<file path="src/rtl/rst_supervisor.sv">
module rst_supervisor #(
  parameter int STRETCH_CYC = 200000,
  parameter int WDOG_CYC    = 80000000,
  parameter int GLITCH_CYC  = 5
) (
  input  logic clk,
  input  logic por_n,
  input  logic uv_flag,
  input  logic mr_n,
  input  logic wd_kick,
  input  logic wd_en,
  output logic rst_hi,
  output logic rst_lo
);
  localparam int SW = $clog2(STRETCH_CYC + 1);
  localparam int WW = $clog2(WDOG_CYC + 1);
  localparam int GW = $clog2(GLITCH_CYC + 1);

  logic [1:0]    mr_sync;
  logic [2:0]    wd_sync;
  logic [GW-1:0] gl_cnt;
  logic [WW-1:0] wd_cnt;
  logic [SW-1:0] str_cnt, str_nxt;

  always_ff @(posedge clk or negedge por_n)
    if (!por_n) begin
      mr_sync <= '1;
      wd_sync <= '0;
    end else begin
      mr_sync <= {mr_sync[0], mr_n};
      wd_sync <= {wd_sync[1:0], wd_kick};
    end

  wire mr_low   = !mr_sync[1];
  wire mr_valid = (gl_cnt == GW'(GLITCH_CYC));
  wire wd_edge  = wd_sync[2] ^ wd_sync[1];
  wire wd_fire  = wd_en && !rst_hi && !wd_edge && (wd_cnt == WW'(WDOG_CYC - 1));
  wire cause    = uv_flag || mr_valid || wd_fire;

  always_ff @(posedge clk or negedge por_n)
    if (!por_n)          gl_cnt <= '0;
    else if (!mr_low)    gl_cnt <= '0;
    else if (!mr_valid)  gl_cnt <= gl_cnt + 1'b1;

  always_ff @(posedge clk or negedge por_n)
    if (!por_n)                                      wd_cnt <= '0;
    else if (rst_hi || !wd_en || wd_edge || wd_fire) wd_cnt <= '0;
    else                                             wd_cnt <= wd_cnt + 1'b1;

  always_comb
    if (cause)               str_nxt = SW'(STRETCH_CYC);
    else if (str_cnt != '0)  str_nxt = str_cnt - 1'b1;
    else                     str_nxt = '0;

  always_ff @(posedge clk or negedge por_n)
    if (!por_n) begin
      str_cnt <= SW'(STRETCH_CYC);
      rst_hi  <= 1'b1;
      rst_lo  <= 1'b0;
    end else begin
      str_cnt <= str_nxt;
      rst_hi  <= (str_nxt != '0);
      rst_lo  <= (str_nxt == '0);
    end


  uv_assert_chk: assert property (@(posedge clk) disable iff (!por_n)
    uv_flag |=> rst_hi);


  uv_hold_chk: assert property (@(posedge clk) disable iff (!por_n)
    $fell(uv_flag) |=> rst_hi);


  wd_held_chk: assert property (@(posedge clk) disable iff (!por_n)
    (rst_hi && $past(rst_hi)) |-> (wd_cnt == '0));


  wd_off_chk: assert property (@(posedge clk) disable iff (!por_n)
    !wd_en |=> (wd_cnt == '0));


  mr_valid_chk: assert property (@(posedge clk) disable iff (!por_n)
    mr_valid |=> rst_hi);


  compl_chk: assert property (@(posedge clk) disable iff (!por_n)
    rst_hi != rst_lo);
endmodule

</file>
<file path="config.mk">
export PLATFORM = sky130hd
export DESIGN_NAME = rst_supervisor
export DESIGN_NICKNAME = d
export VERILOG_FILES = /design/src/rtl/rst_supervisor.sv
export SDC_FILE = /design/constraint.sdc
export NUM_CORES = 1
export LEC_CHECK = 0
export BUFFER_PORTS_ARGS = -buffer_cell sky130_fd_sc_hd__buf_4
export CAP_MARGIN = 20
export CORE_ASPECT_RATIO = 1.25
export CORE_UTILIZATION = 66
export CTS_CLUSTER_SIZE = 12
export DETAILED_ROUTE_END_ITERATION = 7
export GPL_ROUTABILITY_DRIVEN = 0
export PLACE_DENSITY = 0.94
export RECOVER_POWER = 25
export SLEW_MARGIN = 20
export SYNTH_ARGS = -nofsm -noshare
export SYNTH_HDL_FRONTEND = slang
export SYNTH_SLANG_ARGS = --single-unit
</file>
<file path="constraint.sdc">
create_clock -name clk -period 4.9 [get_ports clk]
set_input_delay 0.245 -clock clk [delete_from_list [all_inputs] [get_ports clk]]
set_output_delay 0.245 -clock clk [all_outputs]
set_load 0.01 [all_outputs]
</file>
==> results of run 1 <==
-- final timing paths --
kind                       cells after the start    endpoint        from
min in group asynchronous                      2  wd_cnt[15]       por_n
hold / removal                                 1  mr_sync[0]        mr_n
setup / recovery                               2  str_cnt[1]       por_n
hold reg to reg                                0  wd_sync[1]  wd_sync[0]
max in group clk                               7  str_cnt[5]   wd_cnt[0]
setup reg to reg                               7  str_cnt[5]   wd_cnt[0]
-- layout by cell type (no fill, tap or decap), types with 2 or more instances in the layout --
cell type,instances
sky130_fd_sc_hd__a21oi_1,6
sky130_fd_sc_hd__clkbuf_4,2
sky130_fd_sc_hd__o21ai_0,9
sky130_fd_sc_hd__and3_1,4
sky130_fd_sc_hd__xor2_1,22
sky130_fd_sc_hd__nand4b_1,2
sky130_fd_sc_hd__dfrtp_1,46
sky130_fd_sc_hd__nor3b_1,3
sky130_fd_sc_hd__ha_1,4
sky130_fd_sc_hd__and2_1,2
sky130_fd_sc_hd__nor2_1,53
sky130_fd_sc_hd__nor3_1,6
sky130_fd_sc_hd__nand2b_1,3
sky130_fd_sc_hd__xnor2_1,17
sky130_fd_sc_hd__clkbuf_1,4
sky130_fd_sc_hd__nand3b_1,2
sky130_fd_sc_hd__nor4_1,4
sky130_fd_sc_hd__nor2b_1,3
sky130_fd_sc_hd__and4_1,3
sky130_fd_sc_hd__nand4_1,6
sky130_fd_sc_hd__clkbuf_8,5
sky130_fd_sc_hd__nand2_1,19
sky130_fd_sc_hd__nand3_1,15
sky130_fd_sc_hd__dfstp_2,9
sky130_fd_sc_hd__buf_4,4
sky130_fd_sc_hd__or4_1,2
sky130_fd_sc_hd__inv_1,9
sky130_fd_sc_hd__nor3_2,2
-- logic make-up after synthesis --
group                    count (synthesis)  share of synthesized area
AO/OA/AOI/OAI                           21                     0.0487
adder cells (fa/ha/maj)                  4                     0.0185
AND/OR/NAND/NOR                        137                      0.268
multiplexers                             1                    0.00371
buffers and inverters                   14                     0.0204
XOR/XNOR                                39                      0.127
flip-flops                              55                      0.514
-- flip-flops by register name, summed over array words and instances, names as in the netlist --
register and flops:
str_cnt 18, rst_lo 1, gl_cnt 3, mr_sync 2
wd_cnt 27, wd_sync 3, rst_hi 1
-- metal layers --
layer  routed length [um]  vias up
li1                     -      935
met1                 2040      977
met2                 2880       43
met3                  130       16
met4                  153        0
met5                    0        -
-- through the flow --
stage	cells	power [mW]	utilization	hold WS (ps)	worst slack (ps)
after floorplan	271	0.588	-	-50.6	2940
after global placement	327	0.617	0.727	316	2590
after detailed placement	327	0.623	0.727	323	2520
after CTS	336	0.855	0.751	38.3	2490
after global routing	336	0.888	0.750	38.2	1330
final	336	0.856	0.750	47.1	1900
-- area by class of cell --
type                            count  area [um2]
Inverter                            9        33.8
Fill cell                         247         962
Sequential cell                    55        1390
Timing Repair Buffer                8        58.8
Multi-Input combinational cell    202        1260
Clock buffer                        8        80.1
Tap cell                           54        67.6
-- what timing repair did --
| action | CTS | global route |
|---|---|---|
| gates resized for setup | 0 | 0 |
| buffers inserted | 0 | 0 |
| hold buffers | 1 | 0 |
| endpoints found under the hold margin | 28 | 0 |
-- power by group through the flow --
| stage | clock network, mW | logic, mW | registers (mW) |
|---|---|---|---|
| CTS | 0.239 | 0.114 | 0.503 |
| floorplan | 0 | 0.0823 | 0.506 |
| detailed placement | 0 | 0.112 | 0.512 |
| global placement | 0 | 0.106 | 0.510 |
| finish | 0.238 | 0.114 | 0.504 |
| global route | 0.256 | 0.126 | 0.506 |
==> results, run 1 <==
- The run finished, with violations left.
- The checks that failed: capacitance limit, slew limit.
- The count of buffers added on input and output ports is 7.
- For this run the aggregate overflow at the end of global routing stands at 0.
- The number of clock buffers inserted by TritonCTS is 5.
- The start-to-end type of the worst setup path is primary input to async pin.
- For this run, the register share of the synthesized area comes to 0.514.
- The global-route total usage across every layer is 0.261.
- The commonest cells after synthesis are 53 x sky130_fd_sc_hd__nor2_1, 46 x sky130_fd_sc_hd__dfrtp_1, 22 x sky130_fd_sc_hd__xor2_1, 19 x sky130_fd_sc_hd__nand2_1, 17 x sky130_fd_sc_hd__xnor2_1.
- In the routed design, unresolved DRC markers number 0.
- The standard cell with the maximum stage delay on the critical path is sky130_fd_sc_hd__clkbuf_1.
- Cell internal power was estimated by the tool at 0.625 mW.
- The routed length per instance is 15.5 um.
- The number of iterations in the first detailed-routing pass is 4.
- The synthesized netlist contains 41 unique library cells.
- After routing, the total negative slack on setup checks comes to 0 ps.
- On the worst path, the slowest cell contributes a delay of 2010 ps.
- Headroom to the max-slew limit came out at -0.900.
- Dividing the detail-routed via count by the number of cells gives 5.87.
- The tree built by TritonCTS fans out to 55 sinks.
- The clock network latency to the later pin of the worst-skew pair is 310 ps.
- After synthesis, the share of flip-flops with an asynchronous set or reset is 1.00.
- The type of element capturing the critical path is an async pin.
- The floorplan step set the die width to 59.2 um.
- The power density relative to cell area is 297 nW/um2.
- The via count of the first global-routing pass is 2034.
- The net switching power is 0.231 mW.
- Across all layers, the routed design uses 1971 vias.
- At the end of the flow, the number of nets in the layout was 291.
- The initial utilization of the core area, before any placement, comes to 0.702.
- The number of standard-cell rows in the floorplan is 25.
- The core region is 3850 um2.
- The number of synthesized flops with an enable pin is 0.
- The worst path in the final design needs a cycle of 3000 ps, including I/O delays and setup.
- The worst-case IR drop observed on VDD is 0.000235 V.
- For this block, the initial DRC count from the detailed router was 125.
- Summed over all layers, the routed wires come to 5.20 mm.
- The first global-routing pass estimated 8.38 mm of wire.
- The worst hold-check path type is primary input to register.
- The count of endpoints failing hold in the final timing report is 0.
- The fraction of power consumed by combinational cells is 0.133.
- Counting along the longest clock path gives a buffer depth of 2.
- Setup repair after global routing left no endpoint under its margin.
- The arrival time at the worst endpoint is 2800 ps.
- In this run the most used layer during global routing was met2.
- The maximum clock rate is 0.333 GHz.
- After synthesis the cells add up to 2700 um2.
- The net switching fraction of the power is 0.270.
- The flip-flop cell with the highest count after synthesis is sky130_fd_sc_hd__dfrtp_1.
- The total buffers and inverters traversed by the critical path is 2.
- Between clock sinks in the finished design, the worst skew comes to 6.21 ps.
- The repair_antennas step left the layout with diodes totalling 0.
- Entering global routing, the biggest net connects 56 pins.
- The floorplan step set the die height to 73.5 um.
- The critical-path maximum fanout is 55.
- The initial antenna violation count came to 0.
- The HPWL after detailed placement is 3.73 mm.
- The mean area per synthesized cell is 9.96 um2.
- The full die area is 4350 um2.
- Summing all placed instances gives a cell area of 2800 um2.
- The required time of the worst setup path is 4700 ps.
- Synthesis produced a netlist with a net count of 281.
- The clock root buffer is sky130_fd_sc_hd__clkbuf_8.
- The number of instances in the synthesized netlist is 271.
- The H-tree level count is 2.
- Counting flops and latches in the post-synthesis netlist gives 55.
- The TritonCTS clock tree is built.
- In the finished design, the share of the clock period the worst path needs comes to 0.612.
- For met3 alone, demand over resource in global routing was 0.0440.
- The power share of the clock group is 0.278.
- The share of total power dissipated in sequential elements is 0.589.
- STA classifies the critical path startpoint as a primary input.
- Broken down by cell family, the worst path's largest delay share belongs to buffers and inverters.
- The max-slew violation count is 56.
- After routing the design area is 2890 um2.
- sky130_fd_sc_hd__nor2_1 is the most common cell in the netlist.
- The slew at the pin with the worst max-slew slack is 2850 ps.
- The final setup violation count is 0.
- In the global route stage, met2 resource usage came out at 0.494.
- Ranked by total cell area, the synthesized netlist is headed by sky130_fd_sc_hd__dfrtp_1 43%, sky130_fd_sc_hd__dfstp_2 8.8%, sky130_fd_sc_hd__nor2_1 7.4%.
- The clock transition at the registers of the reported paths is 90 ps.
- From synthesis to final layout, the design area changed by 6.86%.
- Max-cap violations in this run came to 1.
- During synthesis, Yosys emitted a total of 0 warnings.
- The leakage power figure is 1.13 nW.
- The largest area contributor in the synthesized netlist is sky130_fd_sc_hd__dfrtp_1.
- The critical path goes through dlygate4sd3_1 > clkbuf_1.
- The total I/O pin count is 8.
- The setup check on the worst reg-to-reg path leaves a slack of 2480 ps.
- Of the cells placed in the final design, the portion with a size suffix greater than 1 is 0.103.
- The share of synthesized area in the top cell type comes to 0.426.
- For this run, global-route usage on met1 was measured as 0.264.
- The count of nets left with antenna violations once routing finished came out at 0.
Note: power is estimated with default switching activity, not from simulation.
==> run 2, diff against run 1 <==
Settings changed: ABC_AREA set to 1, CORE_UTILIZATION 66 to 56, PLACE_DENSITY 0.94 to 0.86.
Clock period 4.9 ns to 2.57 ns, I/O delays scaled along.
==> run 2 against run 1 <==
Against the previous run: the flow now finishes without violations; utilization down 12 points; power up 99%; sequential power up 87%; hold slack better by 200 ps; clock power up 100%; first-iteration DRC count up 14%; design area up 14%; clock skew down 0.81 ps; register-to-register slack worse by 1800 ps; global-route usage down 2.6 points; largest cell class is now multi-input gates.
==> results, run 2 <==
- The flow ran to the end, and the final reports show no timing, DRC or antenna violations.
- Of all flip-flops after synthesis, the portion carrying an async set or reset was 1.00.
- After routing, the total negative slack on setup checks comes to 0 ps.
- The TritonCTS clock tree is built.
- The initial antenna violation count is 0.
- The most common cell in the synthesized netlist is sky130_fd_sc_hd__nand2_1.
- Leaving out fill and tap cells, the most frequent cell in the layout is sky130_fd_sc_hd__nand2_1.
- The die covers 5780 um2.
- The first-iteration detailed-routing DRC count is 142.
- In this run the remaining antenna-violating nets after routing total 0.
- Timing would allow up to 0.520 GHz.
- In this run the deepest clock path goes through 2 buffers.
- The final clock skew is 5.40 ps.
- The max-slew violation count is 0.
- The root buffer cell chosen for the clock tree is sky130_fd_sc_hd__clkbuf_8.
- The library cells used most frequently in the layout, excluding fill and tap cells, are 92 x sky130_fd_sc_hd__nand2_1, 72 x sky130_fd_sc_hd__nor2_1, 46 x sky130_fd_sc_hd__dfrtp_1, 41 x sky130_fd_sc_hd__inv_1, 26 x sky130_fd_sc_hd__nand3_1.
- The via count of the first global-routing pass is 2466.
- The share of synthesized area in the top cell type comes to 0.375.
- The starting utilization of the core area is 0.592.
- The worst hold-check path type is primary input to register.
- The first global-routing pass estimated 10.1 mm of wire.
- For the worst-skew pair, the clock arrives at the later sink with an insertion delay of 300 ps.
- After synthesis, the mean cell area works out to 7.71 um2.
- The worst path needs 1920 ps of the cycle, external delays included.
- STA puts the critical path data required time at 2810 ps.
- By startpoint and endpoint, the worst setup path is classified as register to register.
- For this design the top-level I/O count stands at 8.
- The total setup buffers inserted after CTS is 0.
- The critical-path maximum fanout is 17.
- Counting the buffers created by CTS gives 5.
- STA puts the critical path data arrival time at 2170 ps.
- The total via count after detailed routing is 2559.
- Counting distinct cell types in the post-synthesis netlist gives 35.
- Excluding fillers, the count of instances in the completed layout stands at 475.
- The H-tree level count is 2.
- The count of endpoints failing hold in the final timing report is 0.
- The number of standard-cell rows in the floorplan is 29.
- The peak supply drop is 0.000351 V.
- Yosys mapped a number of flops with a built-in enable equal to 0.
- For this run, the register share of the synthesized area comes to 0.452.
- Entering global routing, the biggest net connects 56 pins.
- Of the cells placed in the final design, the portion with a size suffix greater than 1 is 0.143.
- The number of maximum-capacitance violations is 0.
- In the routed design, unresolved DRC markers number 0.
- In the finished design, the share of the clock period the worst path needs comes to 0.749.
- The number of instances in the synthesized netlist is 398.
- The TritonCTS sink count is 55.
- The number of placed instances, taps included, is 464.
- The number of synthesis warnings is 0.
- Measured against its own limit, the worst slew margin works out to 0.121.
- The number of buffers inserted by port buffering is 7.
- For this run, the leading register cell type out of synthesis is sky130_fd_sc_hd__dfrtp_1.
- The floorplan step set the die width to 68.2 um.
- The total area inside the core boundary comes to 5190 um2.
- STA classifies the critical path startpoint as a register.
- At the pin with the least slew margin, the transition time is 1320 ps.
- The largest registers in the layout are wd_cnt x27, str_cnt x18.
- For this design the ratio of total power to cell area is 517 nW/um2.
- Overall power consumption after layout is estimated at 1.70 mW.
- The layout has 437 filler cells.
- The clock transition at the registers of the reported paths is 90 ps.
- The type of element capturing the critical path is a register.
- Summing every instance area after synthesis gives 3070 um2.
- The analysis attributes to cell leakage a power of 1.46 nW.
- The number of flip-flops in the largest register is 27.
- The global-route congestion overflow total is 0.
- The register bit count reported by yosys is 55.
- The largest register by flop count is wd_cnt.
- Measured on the finished design, the core utilization comes to 0.633.
- Yosys attributes the largest share of cell area to sky130_fd_sc_hd__dfrtp_1 38%, sky130_fd_sc_hd__nand2_1 11%, sky130_fd_sc_hd__nor2_1 8.8%.
- Dividing the detail-routed via count by the number of cells gives 5.39.
- The number of nets handed over by synthesis was 408.
- The largest area contributor in the synthesized netlist is sky130_fd_sc_hd__dfrtp_1.
- The die is 84.8 um tall.
- For this block, the routed nets add up to 6.16 mm of wire.
- The HPWL after detailed placement is 4.57 mm.
- The first detailed-routing pass took 4 iterations.
- Dividing the detail-routed wire length by the instance count gives 13.0 um.
- The global-route total usage across every layer is 0.235.
- Setup repair after global routing left no endpoint under its margin.
- Sorting the synthesized cells by how often they occur yields 92 x sky130_fd_sc_hd__nand2_1, 72 x sky130_fd_sc_hd__nor2_1, 46 x sky130_fd_sc_hd__dfrtp_1, 41 x sky130_fd_sc_hd__inv_1, 26 x sky130_fd_sc_hd__nand3_1.
- The area growth from synthesis to layout is 7.09%.
- In the final design database the tool counted 422 nets.
- The number of antenna diodes in the final layout is 0.
- The final setup violation count is 0.
[run 2: cell count changes after synthesis, sizes merged, moves of 4 or more]
| cell | before | now |
|---|---|---|
| a21oi | 6 | 24 |
| nor2 | 53 | 85 |
| xor2 | 22 | 4 |
| inv | 9 | 47 |
| nor3 | 8 | 12 |
| nand3 | 15 | 31 |
| nor4 | 5 | 0 |
| nand2 | 20 | 99 |
| xnor2 | 17 | 3 |
[run 2: worst paths after layout]
check,endpoint,depth (start not counted),slack [ps],from
setup / recovery,rst_lo,12,650,str_cnt[0]
min in group asynchronous,wd_cnt[1],2,650,por_n
setup reg to reg,rst_lo,12,650,str_cnt[0]
hold reg to reg,wd_sync[1],0,360,wd_sync[0]
hold / removal,str_cnt[5],4,240,uv_flag
max in group asynchronous,wd_sync[1],2,1120,por_n
[run 2: power breakdown]
group	total (mW)	switching, mW	internal, mW
combinational	0.279	0.189	0.0904
sequential	0.942	0.0356	0.907
clock	0.479	0.261	0.218
total	1.70	0.485	1.22
[run 2: cells by family after synthesis]
| kind of cell | count (synthesis) | share of synthesized area |
|---|---|---|
| and+or+nand+nor | 239 | 0.362 |
| xor gates and xnor gates | 7 | 0.0200 |
| DFF | 55 | 0.452 |
| adders and majority gates | 4 | 0.0163 |
| AOI/OAI and AO/OA | 42 | 0.0807 |
| buffers and inverters | 51 | 0.0689 |
[run 2: per-layer routing]
| metal | vias up | part of all wire | GRT usage | routed length [um] |
|---|---|---|---|---|
| met3 | 18 | 0.028 | 0.0448 | 172 |
| met5 | - | 0 | 0 | 0 |
| li1 | 1299 | - | - | - |
| met4 | 0 | 0.031 | 0.102 | 193 |
| met1 | 1191 | 0.42 | 0.264 | 2580 |
| met2 | 51 | 0.52 | 0.414 | 3220 |
[run 2: what timing repair did]
action / 4_1_cts / 5_1_grt
resized for setup: 0 / 0
hold buffers: 3 / 0
hold endpoints to repair: 48 / 0
[run 2: final cells by class]
cell class | instances | area (um2) | area share
clock buffer | 7 | 86.3 | 0.0263
clock inverter | 1 | 5.00 | 0.00152
inverter | 48 | 180 | 0.0548
multi-input combinational | 292 | 1470 | 0.447
sequential | 55 | 1390 | 0.422
tap | 62 | 77.6 | 0.0236
timing repair buffer | 10 | 80.1 | 0.0244
[run 2: worst max-delay path: stages, from the launching register on]
cell                      delay, ps
sky130_fd_sc_hd__dfrtp_1        360
sky130_fd_sc_hd__inv_1           90
sky130_fd_sc_hd__ha_1           260
sky130_fd_sc_hd__nand2_2        130
sky130_fd_sc_hd__nor2_4         170
sky130_fd_sc_hd__nand3_4        220
sky130_fd_sc_hd__nand3_1        210
sky130_fd_sc_hd__nand2_1         70
sky130_fd_sc_hd__inv_1           70
sky130_fd_sc_hd__nand2_1         50
sky130_fd_sc_hd__nor2_1          90
sky130_fd_sc_hd__nand2_1         60
sky130_fd_sc_hd__nor2_1          80
[run 2: stage by stage]
stage | hold slack, ps | instance area, um2 | setup WS, ps
CTS | 243 | 3290 | 630
detailed placement | 211 | 3170 | 633
global placement | 203 | 3170 | 706
global route | 245 | 3290 | 401
finish | 243 | 3290 | 646
floorplan | -167 | 3070 | 907
